### config.mk
export PLATFORM = sky130hd
export DESIGN_NAME = msi_cache_ctrl
export DESIGN_NICKNAME = d
export VERILOG_FILES = /design/src/rtl/msi_cache_ctrl.sv
export SDC_FILE = /design/constraint.sdc
export NUM_CORES = 1
export LEC_CHECK = 0
export BUFFER_PORTS_ARGS = -buffer_cell sky130_fd_sc_hd__buf_2
export CAP_MARGIN = 25
export CELL_PAD_IN_SITES_DETAIL_PLACEMENT = 0
export CELL_PAD_IN_SITES_GLOBAL_PLACEMENT = 2
export CORE_MARGIN = 8
export CORE_UTILIZATION = 42
export CTS_CLUSTER_SIZE = 40
export DETAILED_ROUTE_END_ITERATION = 8
export PLACE_DENSITY_LB_ADDON = 0.1
export RECOVER_POWER = 100
export SLEW_MARGIN = 40
export SYNTH_ARGS = -nofsm -noshare
export SYNTH_HDL_FRONTEND = slang
export SYNTH_SLANG_ARGS = --single-unit
### constraint.sdc
create_clock -name clk -period 26.1 [get_ports clk]
set_input_delay 6.525 -clock clk [delete_from_list [all_inputs] [get_ports clk]]
set_output_delay 6.525 -clock clk [all_outputs]
set_load 0.005 [all_outputs]
### src/rtl/msi_cache_ctrl.sv
module msi_cache_ctrl #(
  parameter int ADDR_W = 16,
  parameter int DATA_W = 32,
  parameter int LINES  = 4,
  parameter int NODES  = 3,
  parameter int OFF_W  = 2,
  localparam int IDX_W  = $clog2(LINES),
  localparam int TAG_W  = ADDR_W - IDX_W - OFF_W,
  localparam int NODE_W = (NODES > 1) ? $clog2(NODES) : 1
) (
  input  logic              clk,
  input  logic              rst_n,
  input  logic              cpu_req_valid,
  input  logic              cpu_req_write,
  input  logic [ADDR_W-1:0] cpu_req_addr,
  input  logic [DATA_W-1:0] cpu_req_wdata,
  output logic              cpu_req_ready,
  output logic              cpu_resp_valid,
  output logic [DATA_W-1:0] cpu_resp_data,
  output logic              out_valid,
  output logic [2:0]        out_type,
  output logic [ADDR_W-1:0] out_addr,
  output logic [NODE_W-1:0] out_home,
  output logic [DATA_W-1:0] out_data,
  input  logic              in_valid,
  input  logic [2:0]        in_type,
  input  logic [ADDR_W-1:0] in_addr,
  input  logic [DATA_W-1:0] in_data
);
  localparam logic [1:0] ST_I = 2'd0, ST_S = 2'd1, ST_M = 2'd2;
  localparam logic [2:0] O_RD = 3'd1, O_RDX = 3'd2, O_WB = 3'd3, O_INVR = 3'd4, O_RCLR = 3'd5;
  localparam logic [2:0] I_RDR = 3'd1, I_EXR = 3'd2, I_INV = 3'd3, I_RCRD = 3'd4, I_RCWR = 3'd5,
                         I_NACK = 3'd6;

  typedef enum logic [1:0] {F_IDLE, F_EVICT, F_REQ, F_WAIT} fsm_t;

  logic [1:0]        st_q   [LINES];
  logic [TAG_W-1:0]  tag_q  [LINES];
  logic [DATA_W-1:0] data_q [LINES];

  fsm_t              fsm_q;
  logic              rq_write;
  logic [ADDR_W-1:0] rq_addr;
  logic [DATA_W-1:0] rq_wdata;

  logic [IDX_W-1:0] c_idx, p_idx, r_idx;
  logic [TAG_W-1:0] c_tag, p_tag, r_tag;
  logic             probe, p_match, c_match;

  assign c_idx = cpu_req_addr[OFF_W +: IDX_W];
  assign c_tag = cpu_req_addr[ADDR_W-1 -: TAG_W];
  assign p_idx = in_addr[OFF_W +: IDX_W];
  assign p_tag = in_addr[ADDR_W-1 -: TAG_W];
  assign r_idx = rq_addr[OFF_W +: IDX_W];
  assign r_tag = rq_addr[ADDR_W-1 -: TAG_W];

  assign probe   = in_valid && (in_type == I_INV || in_type == I_RCRD || in_type == I_RCWR);
  assign p_match = (st_q[p_idx] != ST_I) && (tag_q[p_idx] == p_tag);
  assign c_match = (st_q[c_idx] != ST_I) && (tag_q[c_idx] == c_tag);

  assign cpu_req_ready = (fsm_q == F_IDLE) && !in_valid;
  assign out_home = NODE_W'((out_addr >> OFF_W) % NODES);

  always_ff @(posedge clk) begin
    if (!rst_n) begin
      for (int i = 0; i < LINES; i++) begin
        st_q[i]   <= ST_I;
        tag_q[i]  <= '0;
        data_q[i] <= '0;
      end
      fsm_q          <= F_IDLE;
      rq_write       <= 1'b0;
      rq_addr        <= '0;
      rq_wdata       <= '0;
      cpu_resp_valid <= 1'b0;
      cpu_resp_data  <= '0;
      out_valid      <= 1'b0;
      out_type       <= '0;
      out_addr       <= '0;
      out_data       <= '0;
    end else begin
      cpu_resp_valid <= 1'b0;
      out_valid      <= 1'b0;
      if (probe) begin
        out_valid <= 1'b1;
        out_addr  <= in_addr;
        if (in_type == I_INV) begin
          out_type <= O_INVR;
          out_data <= '0;
          if (p_match) st_q[p_idx] <= ST_I;
        end else begin
          out_type <= O_RCLR;
          if (p_match && st_q[p_idx] == ST_M) begin
            out_data    <= data_q[p_idx];
            st_q[p_idx] <= (in_type == I_RCRD) ? ST_S : ST_I;
          end else begin
            out_data <= '0;
          end
        end
      end else begin
        case (fsm_q)
          F_IDLE: if (cpu_req_valid && cpu_req_ready) begin
            if (!cpu_req_write && c_match) begin
              cpu_resp_valid <= 1'b1;
              cpu_resp_data  <= data_q[c_idx];
            end else if (cpu_req_write && c_match && st_q[c_idx] == ST_M) begin
              data_q[c_idx]  <= cpu_req_wdata;
              cpu_resp_valid <= 1'b1;
              cpu_resp_data  <= cpu_req_wdata;
            end else begin
              rq_write <= cpu_req_write;
              rq_addr  <= cpu_req_addr;
              rq_wdata <= cpu_req_wdata;
              fsm_q    <= (!c_match && st_q[c_idx] == ST_M) ? F_EVICT : F_REQ;
            end
          end
          F_EVICT: begin
            if (st_q[r_idx] == ST_M && tag_q[r_idx] != r_tag) begin
              out_valid   <= 1'b1;
              out_type    <= O_WB;
              out_addr    <= {tag_q[r_idx], r_idx, {OFF_W{1'b0}}};
              out_data    <= data_q[r_idx];
              st_q[r_idx] <= ST_I;
            end
            fsm_q <= F_REQ;
          end
          F_REQ: begin
            out_valid <= 1'b1;
            out_type  <= rq_write ? O_RDX : O_RD;
            out_addr  <= rq_addr;
            out_data  <= '0;
            fsm_q     <= F_WAIT;
          end
          F_WAIT: if (in_valid) begin
            if (in_type == I_NACK) begin
              fsm_q <= F_REQ;
            end else if (in_type == I_RDR && !rq_write) begin
              st_q[r_idx]    <= ST_S;
              tag_q[r_idx]   <= r_tag;
              data_q[r_idx]  <= in_data;
              cpu_resp_valid <= 1'b1;
              cpu_resp_data  <= in_data;
              fsm_q          <= F_IDLE;
            end else if (in_type == I_EXR && rq_write) begin
              st_q[r_idx]    <= ST_M;
              tag_q[r_idx]   <= r_tag;
              data_q[r_idx]  <= rq_wdata;
              cpu_resp_valid <= 1'b1;
              cpu_resp_data  <= rq_wdata;
              fsm_q          <= F_IDLE;
            end
          end
          default: fsm_q <= F_IDLE;
        endcase
      end
    end
  end

  assert_read_fill_R3: assert property (@(posedge clk) disable iff (!rst_n)
    (fsm_q == F_WAIT && in_valid && in_type == I_RDR && !rq_write)
      |=> (cpu_resp_valid && cpu_resp_data == $past(in_data)));

  assert_inv_ack_R6: assert property (@(posedge clk) disable iff (!rst_n)
    (in_valid && in_type == I_INV)
      |=> (out_valid && out_type == O_INVR && out_addr == $past(in_addr)));

  assert_nack_retry_R9: assert property (@(posedge clk) disable iff (!rst_n)
    (fsm_q == F_WAIT && in_valid && in_type == I_NACK) |=> (fsm_q == F_REQ));

  assert_wb_from_evict_R10: assert property (@(posedge clk) disable iff (!rst_n)
    (out_valid && out_type == O_WB) |-> ($past(fsm_q) == F_EVICT && fsm_q == F_REQ));

  assert_wait_quiet_R11: assert property (@(posedge clk) disable iff (!rst_n)
    (fsm_q == F_WAIT && $past(fsm_q) == F_WAIT && out_valid)
      |-> (out_type == O_INVR || out_type == O_RCLR));

  assert_resp_idle_R11: assert property (@(posedge clk) disable iff (!rst_n)
    cpu_resp_valid |-> (fsm_q == F_IDLE));
endmodule

Word-level counts from Yosys, hierarchy flattened
Memory sizes are Yosys's and may differ from the RTL's. A register that Yosys moved wholly into a read port is not among the register bits.
Cells that the tools add are included.
W data, S select, Z words.
{"block": "classes", "n_reduce_logical": 34, "n_eq_ne": 24, "bitwise_logic": 9, "div_mod_pow": 1, "muxes": 103}
{"cell": "$mux W32", "n": 14}
{"cell": "$pmux W32 S2", "n": 2}
{"cell": "$reduce_or A32 Y1", "n": 2}
{"cell": "$mux W1", "n": 51}
{"cell": "$mux W2", "n": 25}
{"cell": "$mod A14 B2 Y32 const B", "n": 1}
{"cell": "$mux W16", "n": 2}
{"cell": "$pmux W16 S2", "n": 1}
{"cell": "$eq A12 B12 Y1", "n": 2}
{"cell": "$mux W12", "n": 2}
{"cell": "$logic_and A1 B1 Y1", "n": 13}
{"cell": "$ne A12 B12 Y1", "n": 1}
{"cell": "$reduce_or A12 Y1", "n": 1}
{"cell": "$eq A2 B2 Y1 const B", "n": 5}
{"cell": "$eq A3 B3 Y1 const B", "n": 3}
{"cell": "$ne A2 B2 Y1 const B", "n": 4}
{"cell": "$pmux W2 S4", "n": 1}
{"cell": "$reduce_and A7 Y1", "n": 1}
{"cell": "$eq A3 B2 Y1 const B", "n": 2}
{"cell": "$mux W3", "n": 2}
{"cell": "$ne A3 B3 Y1 const B", "n": 2}
{"cell": "$pmux W3 S2", "n": 1}
{"cell": "$reduce_and A6 Y1", "n": 1}
{"cell": "$reduce_bool A2 Y1", "n": 3}
{"cell": "15 further kinds", "n": 29}
{"block": "totals", "reg_bits": 136, "n_memories": 3, "ramBits": 184, "out_inout_bits": 88}
{"name": "data_q", "words": 4, "width": 32, "read_ports": 3, "rd_ports_with_merged_regs": 1, "write_ports": 4, "line": "39", "rtl": "logic [DATA_W-1:0] data_q [LINES];"}
{"name": "tag_q", "words": 4, "width": 12, "read_ports": 3, "rd_ports_with_merged_regs": 1, "write_ports": 4, "line": "38", "rtl": "logic [TAG_W-1:0] tag_q [LINES];"}
{"name": "st_q", "words": 4, "width": 2, "read_ports": 3, "rd_ports_with_merged_regs": 1, "write_ports": 4, "line": "37", "rtl": "logic [1:0] st_q [LINES];"}

Depth between registers and ports, before layout
An unclocked memory read counts as a cell.
{"block": "logic_depth", "depth_word": 15, "ltp_mapped": 28, "mapped_depth_nobuf": 25}

Worst setup path after synthesis
OpenSTA, ideal clock, no wires.
{"block": "synth_timing", "path_type": "input to output", "start": "in in_valid", "end": "out cpu_req_ready", "t_required_ns": 19.575, "slack_ns": 12.728, "stages": 2, "path_buffers": 1, "arrival_time_ns": 6.847, "cell_sequence": "clkbuf_1 nor2b_1"}
{"block": "synth_between", "elab_chain_len": 2}
{"element": "from (decl)", "line": "25", "rtl": "input logic in_valid,"}
{"element": "$logic_not A1 Y1", "line": "61", "rtl": "assign cpu_req_ready = (fsm_q == F_IDLE) && !in_valid;"}
{"element": "$logic_and A1 B1 Y1", "line": "61"}
{"element": "to (decl)", "line": "17", "rtl": "output logic cpu_req_ready,"}
Every way passes these cells.

==> run_results.csv <==
group,metric,value,unit
logic_synthesis,synth_ff_type,"edfxtp_1",
logic_synthesis,synth.top_cells.by_count,"284 x nand2_1, 185 x nor2_1, 184 x edfxtp_1",
timing,drv_slew,688,
routing,drt.antenna.violating_nets,0,
routing,route.vias.total,16800,
cts,cts_root_buf,"clkbuf_16",
pwr,leakagePower,8.58,nW
pwr,p_per_area,84.5,nW/um^2
pwr,clkPwrFrac,0.295,
finish,diodes,0,
logic_synthesis,synth_cells,1987,
routing,wl,71800,um
logic_synthesis,syn_area,20100,um^2
pwr,total_power,1.92,mW
pwr,p_switching,714,uW
die,fp-row-count,80,
worst_setup_path,crit_type,"input port to flip-flop",
grt,grt_first_pass_wirelength,108000,um
cts,post_cts_buffers,0,
worst_setup_path,arrival,16.75,ns
logic_synthesis,ys_types,113,
finish,area_growth,13.0,%
timing,fin_skew,0.0225,ns
worst_setup_path,crit_path_start_kind,"input port",
timing,whs,0.471,ns
logic_synthesis,syn_nets,2099,
finish,final_layout_size_suffix_gt1_frac,0.191,
cts,path_clk_slew,0.05,ns
logic_synthesis,synth-edff-count,184,
hold_path,hold_class,"flip-flop to flip-flop",
pwr,swShare,0.371,
logic_synthesis,ys_warn_count,0,
cts,cts_tree,"yes",
cts,cts.sinks,322,
finish,nNetsFinal,2203,
cts,numCtsBuffers,40,
die,coreArea,47500,um^2
die,initial_core_util,0.424,
hold_path,holdPathEnd,"rq_addr[1]$_SDFFE_PN0P_",
timing,finalCriticalPeriod,16.61,ns
cts,clockBufferDepth,3,
grt,overflow,0,
timing,tightestPinTransition,4.27,ns
logic_synthesis,yosysTopAreaCellShare,0.274,
cts,cts_resized,0,
die,die_y,235,um
timing,max_slew_margin,-1.85,
logic_synthesis,synth-seq-area-share,0.411,
routing,drtPass1Iterations,8,
die,io_pins,192,
placement,dp.final_hpwl,47500,um
cts,hold_buffers,0,
worst_setup_path,regToRegStartpoint,"fsm_q[0]$_SDFFE_PN0P_",
routing,first_iter_violations,1371,
placement,port_buffers,191,
grt,track_usage,0.251,
worst_setup_path,r2r-end,"data_q[0][7]$_SDFFCE_PN0P_",
timing,max_freq,0.0602,GHz
timing,rsz0062_at_grt,"false",
pwr,pwr-share-comb,0.364,
placement,gp_congestion,0.855,
die,die_x,235,um
logic_synthesis,synth-async-reset-ratio,0,
pwr,pwr-share-seq,0.341,
logic_synthesis,post-synth-top-area-cell,"edfxtp_1",
worst_setup_path,end_kind,"flip-flop",
pwr,intPower,1.21,mW
routing,wl_per_cell,26.2,um
logic_synthesis,ys_top_cells_by_area,"edfxtp_1 27%, mux4_2 15%, dfxtp_1 14%, nand2_1 5.3%, nor2_1 3.4%",
worst_setup_path,cp.required,26.24,ns
grt,antenna_found_initial,3,
logic_synthesis,avgSynthCellArea,10.1,um^2
timing,setup_viol,0,
timing,fin_tns_setup,0,ns
outcome,violations,"max-capacitance violations, max-slew violations",
worst_setup_path,reg2reg_slack,18.66,ns
worst_setup_path,reg2reg_depth,11,
timing,fin_crit_sh,0.637,
routing,via_per_inst,6.14,
pwr,vdd_drop_max,0.0000612,V
logic_synthesis,yosys.cell_count.top_type,"nand2_1",
worst_setup_path,path_max_fanout,45,
routing,drc,0,
cts,clock_latency,0.56,ns
placement,dpl-instance-area,21600,um^2
grt,grt_pass1_vias,17000,
finish,design_area,22800,um^2
run,cap_violations,17,
timing,hold_viol,0,
die,fp.dieArea,55200,um^2
cts,htree_levels,2,
grt,grt_max_degree,92,
hold_path,whs_path_depth,2,
hold_path,min-delay-start,"rq_addr[1]$_SDFFE_PN0P_",
logic_synthesis,ys_ff_latch,322,
outcome,outcome,"finished with violations",
==> cells in the final DEF (no fill, tap or decap), types with 23 or more instances in the layout <==
master	count
clkbuf_16	41
and3_1	80
o21ai_0	23
clkbuf_1	94
inv_1	50
a311oi_1	34
nor2_1	182
a21oi_1	132
a211oi_1	39
buf_2	119
edfxtp_1	184
xnor2_1	44
a22o_1	33
mux4_2	136
nand2_1	283
dfxtp_1	135
o211a_1	39
nand3_1	31
nor2b_1	40
a21boi_0	50
==> power groups by stage <==
stage | sequential (mW) | combinational (mW) | clock [mW]
finish | 0.656 | 0.700 | 0.567
global route | 0.665 | 0.764 | 0.596
CTS | 0.657 | 0.705 | 0.577
detailed placement | 0.667 | 0.700 | 0
global placement | 0.664 | 0.701 | 0
floorplan | 0.639 | 0.483 | 0
==> cell families after synthesis <==
group | synth area share
flops | 0.411
simple gates | 0.186
mux | 0.159
compound gates | 0.171
fa+ha+maj | 0.00497
xor+xnor | 0.0225
buf+inv | 0.0452
==> worst max-delay path, stage by stage <==
cell and delay (ns):
clkbuf_1 0.44, clkbuf_1 3.02, mux4_2 0.80, nor2b_1 0.30
nand3_1 0.23, nor4_1 0.68, and3_1 1.36, inv_1 0.22
nor3b_1 0.31, o22ai_2 0.13, clkbuf_1 0.87, nand2_1 1.76
==> stage by stage <==
stage | setup slack, ns | instances | utilization
after global routing | 8.83 | 2737 | 0.479
after global placement | 12.22 | 2657 | 0.452
after detailed placement | 12.09 | 2662 | 0.454
final | 9.49 | 2737 | 0.479
after CTS | 11.42 | 2735 | 0.482
after floorplan | 12.73 | 1987 | -
==> registers in the layout, indices dropped and copies added (netlist names), named ones only <==
name and cells:
cpu_resp_data 32, cpu_resp_valid 1, data_q 128, fsm_q 2, out_addr 16, out_data 32
out_type 3, out_valid 1, rq_addr 16, rq_wdata 32, rq_write 1, st_q 8
tag_q 48
==> layout make-up <==
cell class / count / area [um^2]
tap: 615 / 769
sequential: 322 / 8290
clock buffer: 52 / 1100
fill: 4483 / 24800
multi-input combinational: 1443 / 11000
inverter: 55 / 206
timing repair buffer: 229 / 1170
clock inverter: 21 / 226
==> routing by layer <==
layer  global-route usage  vias to the layer above  wire length, um
met5                    0                        -               38
met1                0.296                     8427            28100
met3               0.0391                      148             3600
met4               0.0948                        6             2880
li1                     -                     7659                -
met2                0.455                      555            37200
==> how the worst max path moves through the flow <==
| stage | to | from | cells past startpoint |
|---|---|---|---|
| after detailed placement | out_home[1] | out_addr[14]$_SDFFE_PN0P_ | 27 |
| after CTS | out_home[1] | out_addr[14]$_SDFFE_PN0P_ | 27 |
| after global routing | data_q[2][12]$_SDFFCE_PN0P_ | cpu_req_addr[2] | 12 |
| after floorplan | cpu_req_ready | in_valid | 2 |
| final | data_q[2][2]$_SDFFCE_PN0P_ | cpu_req_addr[2] | 12 |
| after global placement | out_home[1] | out_addr[14]$_SDFFE_PN0P_ | 27 |
(Power assumes the default switching activity.)
